`src/rtl/irq_seq_pkg.sv`:
```
package irq_seq_pkg;
  localparam int DATA_W  = 8;
  localparam int N_LINES = 8;
  localparam int LINE_W  = $clog2(N_LINES);
  localparam int BASE_W  = DATA_W - LINE_W;

  typedef enum logic [1:0] {
    CK_OCW  = 2'd0,
    CK_MODE = 2'd1,
    CK_INIT = 2'd2
  } cmd_kind_e;

  typedef enum logic [1:0] {
    ST_IDLE = 2'd0,
    ST_BASE = 2'd1,
    ST_CASC = 2'd2,
    ST_MODE = 2'd3
  } init_step_e;

  localparam logic [2:0] OC_ROT_CLR  = 3'd0;
  localparam logic [2:0] OC_NS_EOI   = 3'd1;
  localparam logic [2:0] OC_NOP      = 3'd2;
  localparam logic [2:0] OC_SP_EOI   = 3'd3;
  localparam logic [2:0] OC_ROT_SET  = 3'd4;
  localparam logic [2:0] OC_NS_ROT   = 3'd5;
  localparam logic [2:0] OC_SET_OFF  = 3'd6;
  localparam logic [2:0] OC_SP_ROT   = 3'd7;
endpackage

```
`src/rtl/irq_cmd_decode.sv`:
```
module irq_cmd_decode
  import irq_seq_pkg::*;
(
  input  logic [DATA_W-1:0] wdata,
  output cmd_kind_e         kind,
  output logic [2:0]        code
);
  always_comb begin
    if (wdata[4])      kind = CK_INIT;
    else if (wdata[3]) kind = CK_MODE;
    else               kind = CK_OCW;
    code = wdata[DATA_W-1 -: 3];
  end
endmodule

```
`src/rtl/irq_rot_pick.sv`:
```
module irq_rot_pick
  import irq_seq_pkg::*;
(
  input  logic [N_LINES-1:0] vec,
  input  logic [LINE_W-1:0]  offset,
  output logic               hit,
  output logic [LINE_W-1:0]  line
);
  logic [LINE_W-1:0] idx;

  always_comb begin
    hit  = 1'b0;
    line = '0;
    idx  = '0;
    for (int k = N_LINES - 1; k >= 0; k--) begin
      idx = offset + LINE_W'(k);
      if (vec[idx]) begin
        hit  = 1'b1;
        line = idx;
      end
    end
  end
endmodule

```
`src/rtl/irq_init_fsm.sv`:
```
module irq_init_fsm
  import irq_seq_pkg::*;
(
  input  logic              clk,
  input  logic              rst_n,
  input  logic              start,
  input  logic              load,
  input  logic [DATA_W-1:0] wdata,
  output init_step_e        step,
  output logic              single,
  output logic              need4,
  output logic              level,
  output logic [DATA_W-1:0] base,
  output logic              nested,
  output logic              aeoi
);
  logic [BASE_W-1:0] base_q;

  always_ff @(posedge clk) begin
    if (!rst_n) begin
      step   <= ST_IDLE;
      single <= 1'b0;
      need4  <= 1'b0;
      level  <= 1'b0;
      base_q <= '0;
      nested <= 1'b0;
      aeoi   <= 1'b0;
    end else if (start) begin
      step   <= ST_BASE;
      need4  <= wdata[0];
      single <= wdata[1];
      level  <= wdata[3];
      aeoi   <= 1'b0;
    end else if (load) begin
      unique case (step)
        ST_BASE: begin
          base_q <= wdata[DATA_W-1:LINE_W];
          if (single) step <= need4 ? ST_MODE : ST_IDLE;
          else        step <= ST_CASC;
        end
        ST_CASC: step <= need4 ? ST_MODE : ST_IDLE;
        ST_MODE: begin
          nested <= wdata[4];
          aeoi   <= wdata[1];
          step   <= ST_IDLE;
        end
        default: ;
      endcase
    end
  end

  assign base = {base_q, {LINE_W{1'b0}}};
endmodule

```
`src/rtl/irq_cmd_seq.sv`:
```
module irq_cmd_seq
  import irq_seq_pkg::*;
(
  input  logic               clk,
  input  logic               rst_n,
  input  logic               reg_addr,
  input  logic               reg_wr,
  input  logic               reg_rd,
  input  logic [DATA_W-1:0]  reg_wdata,
  input  logic [N_LINES-1:0] req_vec,
  input  logic               win_valid,
  input  logic [LINE_W-1:0]  win_line,
  output logic [DATA_W-1:0]  rd_data,
  output logic [N_LINES-1:0] mask_reg,
  output logic [N_LINES-1:0] isr_reg,
  output logic [LINE_W-1:0]  rot_offset,
  output logic [DATA_W-1:0]  vec_base,
  output logic [1:0]         init_step,
  output logic               level_mode,
  output logic               single_mode,
  output logic               need_w4,
  output logic               nested_mode,
  output logic               auto_eoi,
  output logic               rot_on_aeoi,
  output logic               special_mask,
  output logic               read_isr_sel,
  output logic               poll_armed,
  output logic               poll_ack,
  output logic [LINE_W-1:0]  poll_line
);
  cmd_kind_e         kind;
  logic [2:0]        code;
  init_step_e        step;
  logic              isr_hit;
  logic [LINE_W-1:0] isr_top;
  logic              wr0, wr1, rd_only;
  logic [LINE_W-1:0] arg_line;

  irq_cmd_decode u_dec (.wdata(reg_wdata), .kind(kind), .code(code));

  irq_rot_pick u_pick (.vec(isr_reg), .offset(rot_offset), .hit(isr_hit), .line(isr_top));

  assign wr0      = reg_wr && !reg_addr;
  assign wr1      = reg_wr && reg_addr;
  assign rd_only  = reg_rd && !reg_wr;
  assign arg_line = reg_wdata[LINE_W-1:0];

  irq_init_fsm u_init (
    .clk(clk), .rst_n(rst_n),
    .start(wr0 && kind == CK_INIT), .load(wr1), .wdata(reg_wdata),
    .step(step), .single(single_mode), .need4(need_w4), .level(level_mode),
    .base(vec_base), .nested(nested_mode), .aeoi(auto_eoi)
  );

  assign init_step = step;

  always_ff @(posedge clk) begin
    if (!rst_n) begin
      mask_reg     <= '0;
      isr_reg      <= '0;
      rot_offset   <= '0;
      rot_on_aeoi  <= 1'b0;
      special_mask <= 1'b0;
      read_isr_sel <= 1'b0;
      poll_armed   <= 1'b0;
      poll_ack     <= 1'b0;
      poll_line    <= '0;
      rd_data      <= '0;
    end else begin
      poll_ack <= 1'b0;
      if (wr0) begin
        unique case (kind)
          CK_INIT: begin
            mask_reg     <= '0;
            isr_reg      <= '0;
            rot_offset   <= '0;
            poll_armed   <= 1'b0;
            special_mask <= 1'b0;
            read_isr_sel <= 1'b0;
          end
          CK_MODE: begin
            if (reg_wdata[2]) poll_armed   <= 1'b1;
            if (reg_wdata[1]) read_isr_sel <= reg_wdata[0];
            if (reg_wdata[6]) special_mask <= reg_wdata[5];
          end
          default: begin
            unique case (code)
              OC_ROT_CLR: rot_on_aeoi <= 1'b0;
              OC_ROT_SET: rot_on_aeoi <= 1'b1;
              OC_NS_EOI, OC_NS_ROT: begin
                if (isr_hit) begin
                  isr_reg[isr_top] <= 1'b0;
                  if (code == OC_NS_ROT) rot_offset <= isr_top + 1'b1;
                end
              end
              OC_SP_EOI: isr_reg[arg_line] <= 1'b0;
              OC_SET_OFF: rot_offset <= arg_line + 1'b1;
              OC_SP_ROT: begin
                isr_reg[arg_line] <= 1'b0;
                rot_offset        <= arg_line + 1'b1;
              end
              default: ;
            endcase
          end
        endcase
      end else if (wr1) begin
        if (step == ST_IDLE) mask_reg <= reg_wdata;
      end else if (rd_only) begin
        if (poll_armed) begin
          poll_armed <= 1'b0;
          if (win_valid) begin
            rd_data   <= {1'b1, {(DATA_W-LINE_W-1){1'b0}}, win_line};
            poll_ack  <= 1'b1;
            poll_line <= win_line;
            if (!auto_eoi)        isr_reg[win_line] <= 1'b1;
            else if (rot_on_aeoi) rot_offset <= win_line + 1'b1;
          end else begin
            rd_data <= '0;
          end
        end else if (reg_addr) begin
          rd_data <= mask_reg;
        end else begin
          rd_data <= read_isr_sel ? isr_reg : req_vec;
        end
      end
    end
  end
endmodule

```
`config.mk`:
```
export PLATFORM = sky130hd
export DESIGN_NAME = irq_cmd_seq
export DESIGN_NICKNAME = d
export VERILOG_FILES = /design/src/rtl/irq_seq_pkg.sv /design/src/rtl/irq_cmd_decode.sv /design/src/rtl/irq_rot_pick.sv /design/src/rtl/irq_init_fsm.sv /design/src/rtl/irq_cmd_seq.sv
export SDC_FILE = /design/constraint.sdc
export NUM_CORES = 1
export LEC_CHECK = 0
export BUFFER_PORTS_ARGS = -buffer_cell sky130_fd_sc_hd__buf_2
export CAP_MARGIN = 20
export CORE_MARGIN = 8
export CORE_UTILIZATION = 30
export CTS_CLUSTER_DIAMETER = 120
export DETAILED_ROUTE_END_ITERATION = 16
export PLACE_DENSITY_LB_ADDON = 0.1
export SLEW_MARGIN = 0
export SYNTH_ARGS = -nofsm -noshare
export SYNTH_HDL_FRONTEND = slang
export SYNTH_SLANG_ARGS = --single-unit
```
`constraint.sdc`:
```
create_clock -name clk -period 4.3 [get_ports clk]
set_input_delay 0.645 -clock clk [delete_from_list [all_inputs] [get_ports clk]]
set_output_delay 0.645 -clock clk [all_outputs]
set_load 0.01 [all_outputs]
```
**Word-level counts from Yosys, hierarchy flattened**

Cells that the tools add are included.

- Word-level logic and storage cells: 204
- Flip-flop bits (word level): 47
- Output and inout bits: 50

- Reduce and logical (&&, ||, !) cells: 43
- Eq/ne operators: 23
- $add $sub $neg: 10
- Bitwise operators: 12
- Muxes and demuxes: 84
- $lt $le $gt $ge: 14

Operators by type and width:

| operator | count |
|---|---|
| two-way mux 8 bit | 15 |
| two-way mux 3 bit | 17 |
| less-than comparator 3 x 4 -> 1 bit (second input constant) | 11 |
| one-hot mux 8 bit (2 select lines) | 2 |
| two-way mux 1 bit | 29 |
| binary-select mux 1 bit (select 3 bit) | 8 |
| AND reduction 3 bit | 7 |
| nonzero test 2 bit | 10 |
| AND 8 bit | 2 |
| inverter 8 bit | 2 |
| adder 3 x 1 -> 3 bit (second input constant) | 4 |
| adder 3 bit (second input constant) | 4 |
| equality test 3 bit (second input constant) | 4 |
| one-hot mux 3 bit (2 select lines) | 2 |
| inequality test 2 bit (second input constant) | 5 |
| AND reduction 10 bit | 1 |
| OR reduction 2 bit | 5 |
| demux 1 bit (select 3 bit) | 3 |
| greater-or-equal comparator 3 x 1 -> 1 bit (second input constant) | 3 |
| inequality test 4 x 2 -> 1 bit (second input constant) | 2 |
| inequality test 4 bit (second input constant) | 2 |
| OR 8 bit | 1 |
| one-hot mux 1 bit (2 select lines) | 4 |
| AND reduction 8 bit | 1 |
| other kinds (21) | 42 |

**Logic depth before layout (Yosys ltp)**

Gate-level depths: netlist (run 1).

- Depth in word-level cells: 21
- Depth in mapped cells: 17

**By module**

A second synthesis (run 1) with hierarchy kept.

- Cell total of the unflattened synthesis: 388
- Area, all modules: 3405.8 µm²

By module, submodules not included:

| module | area an instance (µm²) | times used | cells each |
|---|---|---|---|
| irq_cmd_seq | 2052.0 | 1 | 241 |
| irq_rot_pick | 782.0 | 1 | 90 |
| irq_init_fsm | 528.0 | 1 | 52 |
| irq_cmd_decode | 43.8 | 1 | 5 |

**Worst setup path after synthesis (run 1)**

Ideal clock, no wire load.

- Kind: register to register
- From: reg rot_offset[1]
- To: reg rot_offset[2]
- Path buffers: 2
- Arrival time: 3789 ps
- Cell stages (with the launch flop): 15
- Data required time: 4226 ps
- Period minus slack after synthesis: 3863 ps
- Path slack: 437 ps
- Setup time: 74 ps
- Cells stage by stage: dfxtp_1 clkbuf_1 clkinv_1 ha_1 buf_2 mux4_2 mux2i_1 mux2_2 o21ai_0 a31oi_1 ha_1 xnor2_1 nor4_1 a21oi_1 a31oi_1

- Cells in the longest elaborated chain, start to end: 17
- Elaborated cells on any way between the ends: 47
- Those cells by class: 8 x add/sub; 1 x eq/ne; 37 x mux; 1 x reduce/logical

RTL lines:

| what | RTL line | RTL |
|---|---|---|
| from (decl) | irq_cmd_seq.sv:16 | `output logic [LINE_W-1:0] rot_offset,` |
| from (signal assigned) | irq_cmd_seq.sv:93 | `if (code == OC_NS_ROT) rot_offset <= isr_top + 1'b1;` |
| from (signal assigned) | irq_cmd_seq.sv:97 | `OC_SET_OFF: rot_offset <= arg_line + 1'b1;` |
| from (signal assigned) | irq_cmd_seq.sv:100 | `rot_offset <= arg_line + 1'b1;` |
| adder 3 bit | irq_rot_pick.sv:16 | `idx = offset + LINE_W'(k);` |
| binary-select mux 1 bit (select 3 bit) | irq_rot_pick.sv:17 | `if (vec[idx]) begin` |
| two-way mux 1 bit (not written as such) | irq_rot_pick.sv:17 |  |
| two-way mux 3 bit (8 in a row) | irq_rot_pick.sv:17 |  |
| adder 3 x 1 -> 3 bit | irq_cmd_seq.sv:93 |  |
| two-way mux 3 bit | irq_cmd_seq.sv:93 |  |
| two-way mux 3 bit | irq_cmd_seq.sv:91 | `if (isr_hit) begin` |
| one-hot mux 3 bit (2 select lines) | irq_cmd_seq.sv:87 | `unique case (code)` |
| one-hot mux 3 bit (2 select lines) | irq_cmd_seq.sv:72 | `unique case (kind)` |
| two-way mux 3 bit | irq_cmd_seq.sv:71 | `if (wr0) begin` |

Parallel ways exist; a longest one is shown, timed or not. The select of a mux whose other input is x is not followed.
A chain may end at the register's enable or synchronous reset.

**Worst setup path after layout (run 1)**

Ends and elaborated chain as after synthesis.

==> out/results.tsv, run 1 <==
metric	value	unit
outcome	finished, final reports clean	
Post-CTS Resized	0	
GRT Util Overall	16.0	%
DRC errors left	0	
TritonCTS Sinks	47	
cells along the critical path	clkinv_1 -> ha_1 -> mux4_2 -> mux2i_1 -> buf_4 -> mux2_2 -> o21ai_0 -> a31oi_1 -> ha_1 -> xnor2_1 -> nor4_1 -> a21oi_1 -> a31oi_1	
final core utilization	35.9	%
RSZ-0062 raised after global routing	no	
ratio of cells with drive above 1 in the final layout	22.5	%
RR Endpoint	rot_offset[2]	
min-delay src	u_init.level	
vias per cell	5.66	
Final min period	3610	ps
synth top area cells	dfxtp_1, mux4_2, mux2i_1, nor2_1, a21oi_1	
Setup TNS	0	ps
Post-Route WL	12300	um
Slew Limit Fails	0	
hold buffer count at cts	0	
EDFF count, synth	0	
final setup fails	0	
Chip Width	124	um
worst endpoint required time	4520	ps
Worst-Margin Slew	790	ps
CP max stage delay	610	ps
area delta synth->final	17.1	%
Iter 0 DRT Violations	188	
vias in the first global route	3638	
Nets	517	
wire per inst	19.4	um
synth unique cells	60	
Slew Limit Headroom	46.9	%
commonest cells in the synthesized netlist	nor2_1, dfxtp_1, nand2_1	
ys flop type	dfxtp_1	
hold path depth	2	
CTS Buf Count	5	
Worst EP arrival	3830	ps
Post-Route M1 WL	5470	um
Async SR Flop Fraction	0	%
# Post-CTS Setup Buffers	0	
Root Driver	clkbuf_16	
Yosys top cell area share	27.0	%
antenna violations before repair	0	
critical path depth	13	
Clock transition at path regs	70	ps
Initial DRT Pass Iterations	5	
Max FO, Critical Path	8	
LEAKAGE	1.64	nW
first-pass GRT wire length	19300	um
total power divided by cell area	283	nW/um^2
Buf/Inv on CP	2	
Met3 Routed Length	558	um
Site Rows	39	
Synth warnings	0	
DP Wirelength	8940	um
Max-cap violations	0	
insertion delay to the later sink of the worst-skew pair	290	ps
Syn Inst Count	439	
Layout Cells excl Fill	632	
DR top layer	met4	
worst min-delay path category	reg -> reg	
Max Buffers Root-to-Sink	2	
total grt overflow	0	
TritonCTS clock tree	yes	
dpl cell area	3910	um^2
final worst-path cycle share	84.0	%
antenna diode count	0	
full die area	15300	um^2
synthesized cell area	3480	um^2
Initial Util	30.6	%
vias	3575	
Setup CP Type	reg -> reg	
CP max-delay cell	mux4_2	
reg2reg setup slack	690	ps
top-count cell post-synth	nor2_1	
Final Cell Area	4080	um^2
largest net degree at the start of global routing	35	
H-tree depth	2	
CORE AREA	11400	um^2
Top delay family on crit path	multiplexers	
Hold Vio Cnt, Final	0	
Overall Power	1.15	mW
area leader, netlist	dfxtp_1	
ANT nets after route	0	
WHS	461	ps
fmax	277	MHz
DR WL met2	5990	um
Clock Skew	5.81	ps
Post-Place Setup Slack	719	ps
# placed instances	623	
Yosys reg bits	47	
Port Buffers	71	
RePlAce Congestion	0.835	
syn avg cell area	7.93	um^2
final worst slack	689	ps
Crit. End Element	register	
launching point of the worst reg2reg path	rot_offset[1]	
IO Count	75	
Die H	124	um
Seq/Total Area, Yosys	27.0	%
reg2reg path depth	13	
Worst setup SP type	register	
Hold Path End	u_init.level	
Max IR drop VDD	0.187	mV
cell type report:
cell class	count	area [um^2]
timing repair buffer	79	435
inverter	14	52.6
clock inverter	2	12.5
multi-input combinational	341	2330
fill	1252	7290
sequential	47	941
clock buffer	6	129
tap	143	179
worst reg2reg max path: stages, from the launching register on:
cell,delay (ps)
dfxtp_1,330
clkinv_1,90
ha_1,520
mux4_2,610
mux2i_1,170
buf_4,160
mux2_2,320
o21ai_0,410
a31oi_1,170
ha_1,260
xnor2_1,140
nor4_1,170
a21oi_1,70
a31oi_1,150
cells by family (layout without fill, tap and decap cells):
kind of cell / count (synthesis) / in the layout / synth area share, %
flip-flops: 47 / 47 / 27.0
multiplexers: 45 / 45 / 17.7
AO/OA/AOI/OAI: 120 / 120 / 23.7
adder cells (fa/ha/maj): 4 / 4 / 1.44
other: 1 / 3 / 0.108
XOR/XNOR: 6 / 6 / 1.73
AND/OR/NAND/NOR: 163 / 163 / 22.0
buffers and inverters: 53 / 101 / 6.36
layout by cell type (no fill, tap or decap), types with 13 or more instances in the layout:
cell,instances
dfxtp_1,47
o21ai_0,25
mux2i_1,29
nand2_1,44
a21oi_1,33
mux4_2,13
nor2_1,51
buf_2,71
nand3_1,22
layer usage:
metal	global-route usage, %	vias up
li1	-	1717
met1	19.9	1749
met2	26.9	95
met3	2.86	14
met4	6.32	0
met5	0	-
power by group:
group / switching (mW) / internal, mW
sequential: 0.0182 / 0.449
combinational: 0.187 / 0.115
clock: 0.169 / 0.215
total: 0.374 / 0.779
worst max path at each step:
stage                                to           from  slack (ps)
after global placement    rot_offset[2]  rot_offset[0]         800
after CTS                 rot_offset[2]  rot_offset[1]         690
after floorplan           rot_offset[2]  rot_offset[1]         440
final                     rot_offset[2]  rot_offset[1]         690
after global routing      rot_offset[2]  rot_offset[1]         430
after detailed placement  rot_offset[2]  rot_offset[1]         720
Power figures use the tool's default switching activity.
==> inputs of run 2 (changes only) <==
Clock period 4.3 ns to 2.9 ns, I/O delays scaled along.
==> run 2 against run 1 <==
The run now ends with setup timing left. Register-to-register slack got worse by 960 ps. Hold slack got worse by 7.5 ps. Design area rose by 22%. Maximum frequency is 14% higher.
==> out/results.tsv, run 2 (synthesized netlist as in run 1, its figures left out) <==
metric	value	unit
total power divided by cell area	397	nW/um^2
cells along the critical path	buf_12 -> mux4_2 -> or2_0 -> mux4_2 -> a311oi_4 -> o311ai_4 -> a31oi_1 -> ha_2 -> nor3b_2 -> a21oi_1 -> a211oi_1	
Max-cap violations	0	
Worst setup SP type	register	
Top delay family on crit path	multiplexers	
ratio of cells with drive above 1 in the final layout	39.1	%
failing checks	setup timing	
IO Count	75	
largest net degree at the start of global routing	22	
full die area	15300	um^2
worst endpoint required time	3060	ps
Final min period	3170	ps
commonest non-fill, non-tap cell in the layout	buf_2	
WHS	453	ps
Initial DRT Pass Iterations	5	
commonest cells after routing, fill and taps aside	buf_2, buf_4, nor2_1	
antenna diode count	0	
Post-Place Setup Slack	-303	ps
Max FO, Critical Path	4	
LEAKAGE	2.05	nW
TritonCTS Sinks	47	
area delta synth->final	42.5	%
final worst-path cycle share	109	%
Die H	124	um
dpl cell area	4520	um^2
total grt overflow	0	
DRC errors left	0	
wire per inst	19.6	um
vias in the first global route	3830	
worst min-delay path category	reg -> reg	
RePlAce Congestion	0.890	
# placed instances	687	
TritonCTS clock tree	yes	
Worst-Margin Slew	679	ps
Post-Route WL	13800	um
Nets	587	
outcome	complete, but fails checks	
Max IR drop VDD	0.227	mV
DP Wirelength	10400	um
Root Driver	clkbuf_16	
final setup fails	11	
Worst EP arrival	3330	ps
Crit. End Element	register	
Buf/Inv on CP	1	
Chip Width	124	um
fmax	316	MHz
Initial Util	30.6	%
Slew Limit Fails	0	
Max Buffers Root-to-Sink	2	
Overall Power	1.97	mW
RSZ-0062 raised after global routing	yes	
Clock Skew	11.6	ps
Slew Limit Headroom	54.8	%
Hold Vio Cnt, Final	0	
CTS Buf Count	5	
ANT nets after route	0	
Layout Cells excl Fill	701	
insertion delay to the later sink of the worst-skew pair	300	ps
antenna violations before repair	0	
first-pass GRT wire length	21000	um
CP max-delay cell	mux4_2	
Site Rows	39	
CP max stage delay	520	ps
CORE AREA	11400	um^2
final worst slack	-269	ps
Fillers	1188	
vias per cell	5.58	
Final Cell Area	4960	um^2
vias	3915	
final core utilization	43.7	%
Setup CP Type	reg -> reg	
GRT Util Overall	17.6	%
Port Buffers	71	
Iter 0 DRT Violations	316	
CP dominant cell by count	mux4_2	
Setup TNS	-1610	ps
Clock transition at path regs	60	ps
H-tree depth	2	
[run 2: cell types whose count changed in the layout (fill, tap and decap cells not counted), sizes merged]
cell and delta:
buf +70, clkinv +1, clkbuf -1, clkinvlp -1
[run 2: routing by layer]
metal  vias up  track usage, %  routed length, um
li1       1857               -                  -
met1      1904            22.9               6100
met2       129            28.6               6670
met3        25            3.17                731
met4         0            6.25                250
met5         -               0                  0
[run 2: area by class of cell]
class,instances,area [um^2],share of cell area (%)
clock buffers,5,125,2.52
clock inverters,2,13.8,0.277
inverters,14,61.3,1.24
multi-input cells,341,2640,53.1
flip-flops and latches,47,946,19.1
well taps,143,179,3.60
repair buffers,149,1000,20.2
[run 2: final timing paths]
kind	start	endpoint	slack [ps]	cells past startpoint
setup / recovery	rot_offset[0]	rot_offset[1]	-270	11
hold / removal	u_init.level	u_init.level	450	2
setup reg to reg	rot_offset[0]	rot_offset[1]	-270	11
hold reg to reg	u_init.level	u_init.level	450	2
[run 2: power by group]
group / internal [mW] / total, mW / switching (mW)
Sequential: 0.666 / 0.690 / 0.0236
Combinational: 0.328 / 0.708 / 0.380
Clock: 0.315 / 0.573 / 0.258
[run 2: tightest hold or removal path, cell delays in order, from the launching register on]
cell and delay [ps]:
dfxtp_1 310, nand2_1 50, a21oi_1 50
[run 2: repair_timing]
action | 4_1_cts | 5_1_grt
buffers inserted | 5 | 3
gates resized for setup | 17 | 30
pin swaps | 8 | 11
hold buffers | 0 | 0
endpoints found under the setup margin | 11 | 11
